**src/rtl/phc_pkg.sv**
```systemverilog
package phc_pkg;
  localparam int unsigned NREF = 2;

  // (a - b) wrapped into [0, p)
  function automatic int unsigned wrap_sub(input int unsigned a, input int unsigned b,
                                           input int unsigned p);
    return (a >= b) ? (a - b) : (a + p - b);
  endfunction

  // (a + b) wrapped into [0, p) for a, b already below p
  function automatic int unsigned wrap_add(input int unsigned a, input int unsigned b,
                                           input int unsigned p);
    int unsigned s;
    s = a + b;
    return (s >= p) ? (s - p) : s;
  endfunction
endpackage

```
**src/rtl/phc_edge_stamp.sv**
```systemverilog
module phc_edge_stamp #(
  parameter int unsigned PW = 4
) (
  input  logic          clk,
  input  logic          rst_n,
  input  logic          ref_in,
  input  logic [PW-1:0] tnow,
  output logic          fall,
  output logic [PW-1:0] stamp
);
  logic cap_q, prev_q;

  assign fall = prev_q & ~cap_q;

  always_ff @(posedge clk or negedge rst_n) begin
    if (!rst_n) begin
      cap_q  <= 1'b1;
      prev_q <= 1'b1;
      stamp  <= '0;
    end else begin
      cap_q  <= ref_in;
      prev_q <= cap_q;
      if (fall) stamp <= tnow;
    end
  end
endmodule

```
**src/rtl/phc_offset_acc.sv**
```systemverilog
module phc_offset_acc import phc_pkg::*; #(
  parameter int unsigned PERIOD  = 25000,
  parameter int unsigned CLR_CYC = 20,
  parameter int unsigned PW      = 15
) (
  input  logic          clk,
  input  logic          rst_n,
  input  logic          en,
  input  logic          sel,
  input  logic [PW-1:0] stamp_pri,
  input  logic [PW-1:0] stamp_sec,
  output logic          sel_q,
  output logic [PW-1:0] ofs
);
  localparam int unsigned CW = $clog2(CLR_CYC + 1);
  localparam logic [CW-1:0] LOW_LAST = CW'(CLR_CYC - 1);

  logic [CW-1:0] low_cnt;
  logic          low_hit;
  logic          swap;
  logic [PW-1:0] t_old, t_new, ofs_nxt;

  assign low_hit = !en && (low_cnt == LOW_LAST);
  assign swap    = en && (sel != sel_q);
  assign t_old   = sel_q ? stamp_sec : stamp_pri;
  assign t_new   = sel   ? stamp_sec : stamp_pri;

  always_comb begin
    ofs_nxt = PW'(wrap_add(32'(ofs), wrap_sub(32'(t_old), 32'(t_new), PERIOD), PERIOD));
  end

  always_ff @(posedge clk or negedge rst_n) begin
    if (!rst_n) begin
      low_cnt <= '0;
      sel_q   <= 1'b0;
      ofs     <= '0;
    end else begin
      sel_q <= sel;
      if (en)                   low_cnt <= '0;
      else if (!low_hit)        low_cnt <= low_cnt + 1'b1;
      if (low_hit)              ofs <= '0;
      else if (swap)            ofs <= ofs_nxt;
    end
  end
endmodule

```
**src/rtl/phc_delay_unit.sv**
```systemverilog
module phc_delay_unit #(
  parameter int unsigned PW = 15
) (
  input  logic          clk,
  input  logic          rst_n,
  input  logic          en,
  input  logic          fall,
  input  logic [PW-1:0] ofs,
  output logic          stb,
  output logic          busy
);
  logic [PW-1:0] cnt;
  logic          expire, fire;

  assign expire = busy && (cnt == PW'(1));
  assign fire   = en ? ((fall && ofs == '0) || expire) : fall;

  always_ff @(posedge clk or negedge rst_n) begin
    if (!rst_n) begin
      cnt  <= '0;
      busy <= 1'b0;
      stb  <= 1'b0;
    end else begin
      stb <= fire;
      if (!en) begin
        busy <= 1'b0;
      end else if (fall && ofs != '0) begin
        cnt  <= ofs;
        busy <= 1'b1;
      end else if (busy) begin
        cnt <= cnt - 1'b1;
        if (expire) busy <= 1'b0;
      end
    end
  end
endmodule

```
**src/rtl/phase_hit_corrector.sv**
```systemverilog
module phase_hit_corrector import phc_pkg::*; #(
  parameter  int unsigned PERIOD  = 25000,
  parameter  int unsigned CLR_CYC = 20,
  localparam int unsigned PW      = (PERIOD > 2) ? $clog2(PERIOD) : 1
) (
  input  logic          clk,
  input  logic          rst_n,
  input  logic          ref_pri,
  input  logic          ref_sec,
  input  logic          use_sec,
  input  logic          track_en,
  output logic          vref_stb,
  output logic [PW-1:0] phase_ofs
);
  logic [PW-1:0]   tnow;
  logic [NREF-1:0] ref_vec, fall_vec;
  logic [PW-1:0]   stamp_vec [NREF];
  logic            sel_q, fall_sel, dly_busy;

  assign ref_vec = {ref_sec, ref_pri};

  always_ff @(posedge clk or negedge rst_n) begin
    if (!rst_n)                    tnow <= '0;
    else if (tnow == PW'(PERIOD-1)) tnow <= '0;
    else                           tnow <= tnow + 1'b1;
  end

  for (genvar g = 0; g < NREF; g++) begin : g_ref
    phc_edge_stamp #(.PW(PW)) u_stamp (
      .clk   (clk),
      .rst_n (rst_n),
      .ref_in(ref_vec[g]),
      .tnow  (tnow),
      .fall  (fall_vec[g]),
      .stamp (stamp_vec[g])
    );
  end

  phc_offset_acc #(.PERIOD(PERIOD), .CLR_CYC(CLR_CYC), .PW(PW)) u_acc (
    .clk      (clk),
    .rst_n    (rst_n),
    .en       (track_en),
    .sel      (use_sec),
    .stamp_pri(stamp_vec[0]),
    .stamp_sec(stamp_vec[1]),
    .sel_q    (sel_q),
    .ofs      (phase_ofs)
  );

  assign fall_sel = fall_vec[sel_q];

  phc_delay_unit #(.PW(PW)) u_dly (
    .clk  (clk),
    .rst_n(rst_n),
    .en   (track_en),
    .fall (fall_sel),
    .ofs  (phase_ofs),
    .stb  (vref_stb),
    .busy (dly_busy)
  );
endmodule

```
**config.mk**
```make
export PLATFORM = sky130hd
export DESIGN_NAME = phase_hit_corrector
export DESIGN_NICKNAME = d
export VERILOG_FILES = /design/src/rtl/phc_pkg.sv /design/src/rtl/phc_edge_stamp.sv /design/src/rtl/phc_offset_acc.sv /design/src/rtl/phc_delay_unit.sv /design/src/rtl/phase_hit_corrector.sv
export SDC_FILE = /design/constraint.sdc
export NUM_CORES = 1
export LEC_CHECK = 0
export ABC_AREA = 1
export BUFFER_PORTS_ARGS = -buffer_cell sky130_fd_sc_hd__buf_2
export CORE_ASPECT_RATIO = 1.5
export CORE_MARGIN = 4
export CORE_UTILIZATION = 40
export CTS_BUF_LIST = sky130_fd_sc_hd__clkbuf_8
export CTS_CLUSTER_DIAMETER = 40
export CTS_CLUSTER_SIZE = 12
export DETAILED_ROUTE_END_ITERATION = 6
export GPL_TIMING_DRIVEN = 0
export PLACE_DENSITY = 0.65
export REMOVE_ABC_BUFFERS = 1
export SYNTH_ARGS = -nofsm -noshare
export SYNTH_HDL_FRONTEND = slang
export SYNTH_HIERARCHICAL = 1
export SYNTH_SLANG_ARGS = --single-unit
```
**constraint.sdc**
```tcl
create_clock -name clk -period 8.15 [get_ports clk]
set_input_delay 0.815 -clock clk [delete_from_list [all_inputs] [get_ports clk]]
set_output_delay 0.815 -clock clk [all_outputs]
set_load 0.03 [all_outputs]
```
======== After elaboration in Yosys (flattened, before gate mapping) ========
Index checks and enable logic that the tools add are counted.
operators by class
  $add $sub $neg .......................... 8
  order comparisons ....................... 3
  equality and inequality tests ........... 5
  multiplexer cells ....................... 18
  bitwise logic cells ..................... 4
  reduce and logical (&&, ||, !) cells .... 12
operators with widths
  operator                                                                      number
  15-bit two-way mux                                                            8
  15-bit by 32-bit adder with 32-bit output                                     1
  32-bit by 15-bit >= comparator with 1-bit output, second input constant       1
  32-bit two-way mux                                                            1
  32-bit by 15-bit subtractor with 32-bit output                                1
  15-bit by 15-bit adder with 16-bit output, second input constant              1
  15-bit by 15-bit subtractor with 16-bit output                                1
  15-bit by 1-bit adder with 15-bit output, second input constant               1
  15-bit by 1-bit == test with 1-bit output, second input constant              1
  15-bit == test, second input constant                                         1
  15-bit >= comparator                                                          1
  15-bit zero test                                                              1
  15-bit nonzero test                                                           1
  15-bit by 1-bit subtractor with 15-bit output, second input constant          1
  15-bit subtractor, second input constant                                      1
  5-bit two-way mux                                                             2
  1-bit two-way mux                                                             7
  5-bit by 1-bit adder with 5-bit output, second input constant                 1
  5-bit == test, second input constant                                          1
  1-bit logical AND                                                             5
  2-bit nonzero test                                                            2
  1-bit AND                                                                     2
  1-bit by 2-bit less-than comparator with 1-bit output, second input constant  1
  2-bit inequality test, second input constant                                  1
  5 further kinds                                                               6
storage, ports and cells
  bits in registers ....................... 87
  input bits .............................. 6
  output and inout bits ................... 16
  word-level logic and storage cells ...... 63

======== Depth between registers and ports, before layout ========
  depth after elaboration ................. 9
  gate-level depth with buffers ........... 40
  depth with buffers taken out ............ 39

======== Cells and area by module ========
Netlist, hierarchy kept.
modules (own cells, without submodules)
  module               times used  cells an instance  area an instance (sq um)  seq. area each (sq um)
  phc_offset_acc       1           764                4,520.6                   525.5
  phc_edge_stamp       2           69                 700.7                     427.9
  phc_delay_unit       1           217                1,361.3                   425.4
  phase_hit_corrector  1           129                909.6                     375.4

======== Worst setup path before layout ========
OpenSTA, ideal clock, no wires.
  path type ............................... in2reg
  start ................................... in use_sec
  end ..................................... reg u_acc.ofs[8]
  setup time .............................. 66 ps
  arrival ................................. 5,018 ps
  required time ........................... 8,084 ps
  slack ................................... 3,067 ps
  stages on the path ...................... 38
  buffers on the path ..................... 3
  path through ............................ clkbuf_1 clkbuf_1 o21ai_0 ha_1 ha_1 inv_1 fa_1 inv_1 nand2_1 nand2_1 nand3_1 nand2_1 nand2_1 nand3_1 a21boi_0 o21bai_1 xor2_1 nand2_1 (+2 left out) ha_1 nand2_1 inv_1 nand2_1 nor3_1 nand2_1 nand2_1 nand2_1 nand2_1 nor2_1 nand2_2 inv_2 nor2_4 nand2_4 buf_6 a21oi_2 nand2_1 nand2_1
between the ends
  word-level cells in the longest chain between the ends .. 8
  elaborated cells on any way between the ends .. 14
  those cells by class .................... add/sub: 4; order compare: 2; eq/ne: 1; mux: 5; reduce/logical: 2
RTL lines
  item                                                                                   line                       RTL
  from (decl)                                                                            phase_hit_corrector.sv:10  input logic use_sec,
  15-bit two-way mux                                                                     phc_offset_acc.sv:26       assign t_new = sel ? stamp_sec : stamp_pri;
  32-bit by 15-bit subtractor with 32-bit output (tied with other cells)                 phc_pkg.sv:7               return (a >= b) ? (a - b) : (a + p - b);
  32-bit two-way mux                                                                     phc_pkg.sv:7
  15-bit by 32-bit adder with 32-bit output                                              phc_pkg.sv:14              s = a + b;
  32-bit by 15-bit >= comparator with 1-bit output or 15-bit subtractor (tied branches)  phc_pkg.sv:15              return (s >= p) ? (s - p) : s;
  15-bit two-way mux                                                                     phc_pkg.sv:15
  15-bit two-way mux                                                                     phc_offset_acc.sv:42       else if (swap) ofs <= ofs_nxt;
  15-bit two-way mux                                                                     phc_offset_acc.sv:41       if (low_hit) ofs <= '0;
  to (signal assigned)                                                                   phc_offset_acc.sv:42
  to (decl)                                                                              phc_offset_acc.sv:13       output logic [PW-1:0] ofs
Parallel ways exist; a longest one is shown, timed or not. The select of a mux whose other input is x is not followed.
A chain may end at the register's enable or synchronous reset.

======== Final worst setup path ========
  start ................................... in use_sec
  end ..................................... reg u_acc.ofs[10]
The elaborated chain is that of the path after synthesis.

==> results by group <==
Yosys
  • Mux contribution to synthesized area: 0.003818
  • Netlist cell types: 47
  • Most frequent cell after synthesis: nand2_1
  • Synth Area in XOR/XNOR: 0.02673
  • Post-synthesis sequential area ratio: 0.2663
  • Post-synthesis cell count: between 1000 and 1500
  • Primary FF master, synth: dfrtp_1
  • Area leader, netlist: dfrtp_1
  • Main combinational cell family by area after synthesis: simple AND/OR/NAND/NOR gates
  • Yosys warns: 6
  • Avg Cell Area, Syn: about 6.6 um^2
  • Synth Register Bits: 87
  • Synth area leaders: dfrtp_1, nand2_1, ha_1
  • Cell area after synthesis: about 0.0082 mm^2
  • Post-synth top area share: 0.2535
  • Synth Area in Compound Gates: 0.07071
  • Ys async rst share: 1.000
  • Adder-Cell Fraction of Synth Area: 0.1109
  • Most common library cells after synthesis: nand2_1, inv_1, nand3_1
  • Post-Synth Simple-Gate Area: 0.4111
  • Post-synth EDFFs: 0

Pwr
  • Peak VDD IR: around 0.00011 V
  • Leak: around 4.8 nW
  • Int Pwr: ~1.3 mW
  • Logic pwr share: 0.660
  • Reg power frac: 0.227
  • Tot Pwr: 2.774 mW
  • Clock Power Share: 0.113
  • P per Cell Area: about 320 mW/mm^2
  • Sw Ratio: 0.5341
  • NetSw: between 1 and 1.5 mW

Clock network
  • TritonCTS clock tree: done
  • CTS H-tree lvls: 3
  • Root Buffer: clkbuf_8
  • Reg clk slew, reported paths: ~0.090 ns
  • Maximum buffer depth of the clock tree: 2
  • CTS resizes: 0
  • Sink Count: between 80 and 90
  • Post-CTS Setup Bufs: 0
  • Skew-Pair Late Insertion Delay: around 0.37 ns
  • Number of buffers created by CTS: 9
  • Hold Buf Count CTS: 0

Finish
  • Design area: roughly 0.0087 mm^2
  • Final net count: around 1300
  • Filler cell count: between 2000 and 2500
  • Synth-to-layout area growth: 5.895%
  • Fin cells: 1522
  • Layout cells sized above 1: 0.09588
  • Antenna diodes: 0

Floorplan
  • Die Width: 124.9 um
  • Initial core utilization: 0.4108
  • Top Ports: 22
  • Die ar.: 0.02288 mm^2
  • Core box area: 0.01994 mm^2
  • Rows: 63
  • Die Y: approximately 180 um

Run status
  • Status: completed

Place
  • Cell Area, Placed: between 0.008 and 0.009 mm^2
  • GPL Wtd Cong: approximately 0.93
  • Inst Count DP: around 1500
  • Port Buf Inserts: 21
  • Post-DP HPWL: roughly 16 mm

Global route
  • Largest net degree at the start of global routing: between 60 and 70
  • First-pass GRT wire length: about 34 mm
  • Global-route usage over all layers: 0.1798
  • Vias in the first global route: ~7500
  • Grt total ovfl: 0
  • Initial antenna violation count: 0

Critical path
  • Crit-path most repeated cell: nand2_1
  • CP startpoint kind: primary input
  • Critical Path RT: around 8.4 ns
  • Setup Crit Path Kind: in -> reg
  • Critical path capture point type: flip-flop
  • Critical-path top delay cell: a21oi_1
  • Crit path max fanout: 27
  • Critical path's largest stage delay: slightly above 0.8 ns
  • CP top delay family: simple AND/OR/NAND/NOR gates
  • CP arrival: just over 6 ns
  • Buf/Inv on CP: 5

Timing
  • Final count of pins violating max slew: 0
  • RSZ-0062 raised after global routing: false
  • Max Freq: ~0.17 GHz
  • Hold Fails Final Rpt: 0
  • Skew final: 0.009591 ns
  • Max_slew headroom: 0.3261
  • Actual slew at the worst max-slew pin: between 1 and 1.5 ns
  • Setup Total Neg Slack: 0 ns
  • Period utilization: 0.7186
  • Setup violations, final: 0
  • Final min period: about 6 ns
  • WHS: 0.3596 ns

Routing
  • Routed vias/inst: just under 5
  • WL/cell: between 10 and 15 um
  • Final WL: roughly 20 mm
  • Routed Antenna Nets: 0
  • Initial DRT Pass Iterations: 5
  • Drt initial violations: slightly below 300
  • Post-route DRC: 0
  • Vias post-DR: around 7500

Flow run
  • Max-Cap Viols: 0

Hold path
  • Hold Crit Class: in -> async
==> power by group through the flow <==
stage               logic [mW]  clock network [mW]  registers (mW)
finish                    1.83               0.313           0.629
global route              2.09               0.344           0.644
CTS                       1.83               0.328           0.631
detailed placement        1.82                   0           0.640
global placement          1.79                   0           0.636
floorplan                 1.40                   0           0.670
==> metrics by stage <==
stage                     setup WS [ns]    util
after floorplan                   3.477       -
after global placement            1.939  0.4232
after detailed placement          1.847  0.4247
after CTS                         2.235  0.4350
after global routing              1.577  0.4350
final                             2.293  0.4350
==> cell usage in the layout (no fill, tap or decap), types with 3 or more instances in the layout <==
master    count
nand3_2       7
nand3b_1     13
a31oi_1       6
nor2_2       13
nor2_4        5
clkbuf_8     10
nor3_1        4
buf_2        20
nand2_1     417
nand2_4       9
o21ai_1       3
o21ai_0      55
inv_2        10
inv_1       179
a21oi_1      27
ha_1         55
xor2_1       24
dfrtp_1      83
fa_1         11
o22ai_1       4
nand4_1      18
nand2_2      24
nor2_1       95
nand3_1     131
dfstp_2       4
==> per-layer routing <==
metal	share of wire	wire length [um]	GRT usage
met4	0.038	750	0.08594
met3	0.023	446	0.02010
met2	0.56	11130	0.3674
met5	0	0	0
met1	0.38	7485	0.1768
==> worst reg2reg max path, delay by kind of cell (launching register included) <==
family                   cells  cell delay, ns
AO/OA/AOI/OAI                5            1.60
adder cells (fa/ha/maj)      3            0.94
AND/OR/NAND/NOR             17            1.95
flip-flops                   1            0.76
buffers and inverters        4            0.45
==> final cells by class <==
| cell class | count | area [um^2] | area share |
|---|---|---|---|
| Multi-Input combinational cell | 946 | 5106 | 0.5885 |
| Sequential cell | 87 | 2182 | 0.2515 |
| Inverter | 191 | 721.9 | 0.08321 |
| Tap cell | 260 | 325.3 | 0.03750 |
| Clock buffer | 10 | 137.6 | 0.01586 |
| Timing Repair Buffer | 22 | 135.1 | 0.01558 |
| Clock inverter | 6 | 67.56 | 0.007788 |
==> sequential cells by signal (all words and copies together) (netlist names) <==
register,count
g_ref.u_stamp/stamp,30
u_acc/sel_q,1
u_dly/stb,1
u_dly/cnt,15
g_ref.u_stamp/cap_q,2
u_dly/busy,1
g_ref.u_stamp/prev_q,2
u_acc/low_cnt,5
tnow,15
u_acc/ofs,15
==> final timing paths <==
kind / slack (ns) / startpoint / depth (start not counted) / endpoint
setup / recovery: 2.29 / use_sec / 30 / u_acc/ofs[10]
hold / removal: 0.36 / rst_n / 1 / u_dly/cnt[5]
setup reg to reg: 2.36 / u_acc/sel_q / 29 / u_acc/ofs[10]
hold reg to reg: 0.39 / g_ref[1].u_stamp/cap_q / 0 / g_ref[1].u_stamp/prev_q
max in group asynchronous: 7.12 / rst_n / 2 / g_ref[0].u_stamp/cap_q
min in group clk: 0.39 / g_ref[1].u_stamp/cap_q / 0 / g_ref[1].u_stamp/prev_q
==> cell families after synthesis <==
| logic type | Yosys count |
|---|---|
| mux | 3 |
| fa+ha+maj | 66 |
| xor+xnor | 25 |
| compound gates | 106 |
| simple gates | 746 |
| flops | 87 |
| buf+inv | 215 |
(Power assumes the default switching activity.)
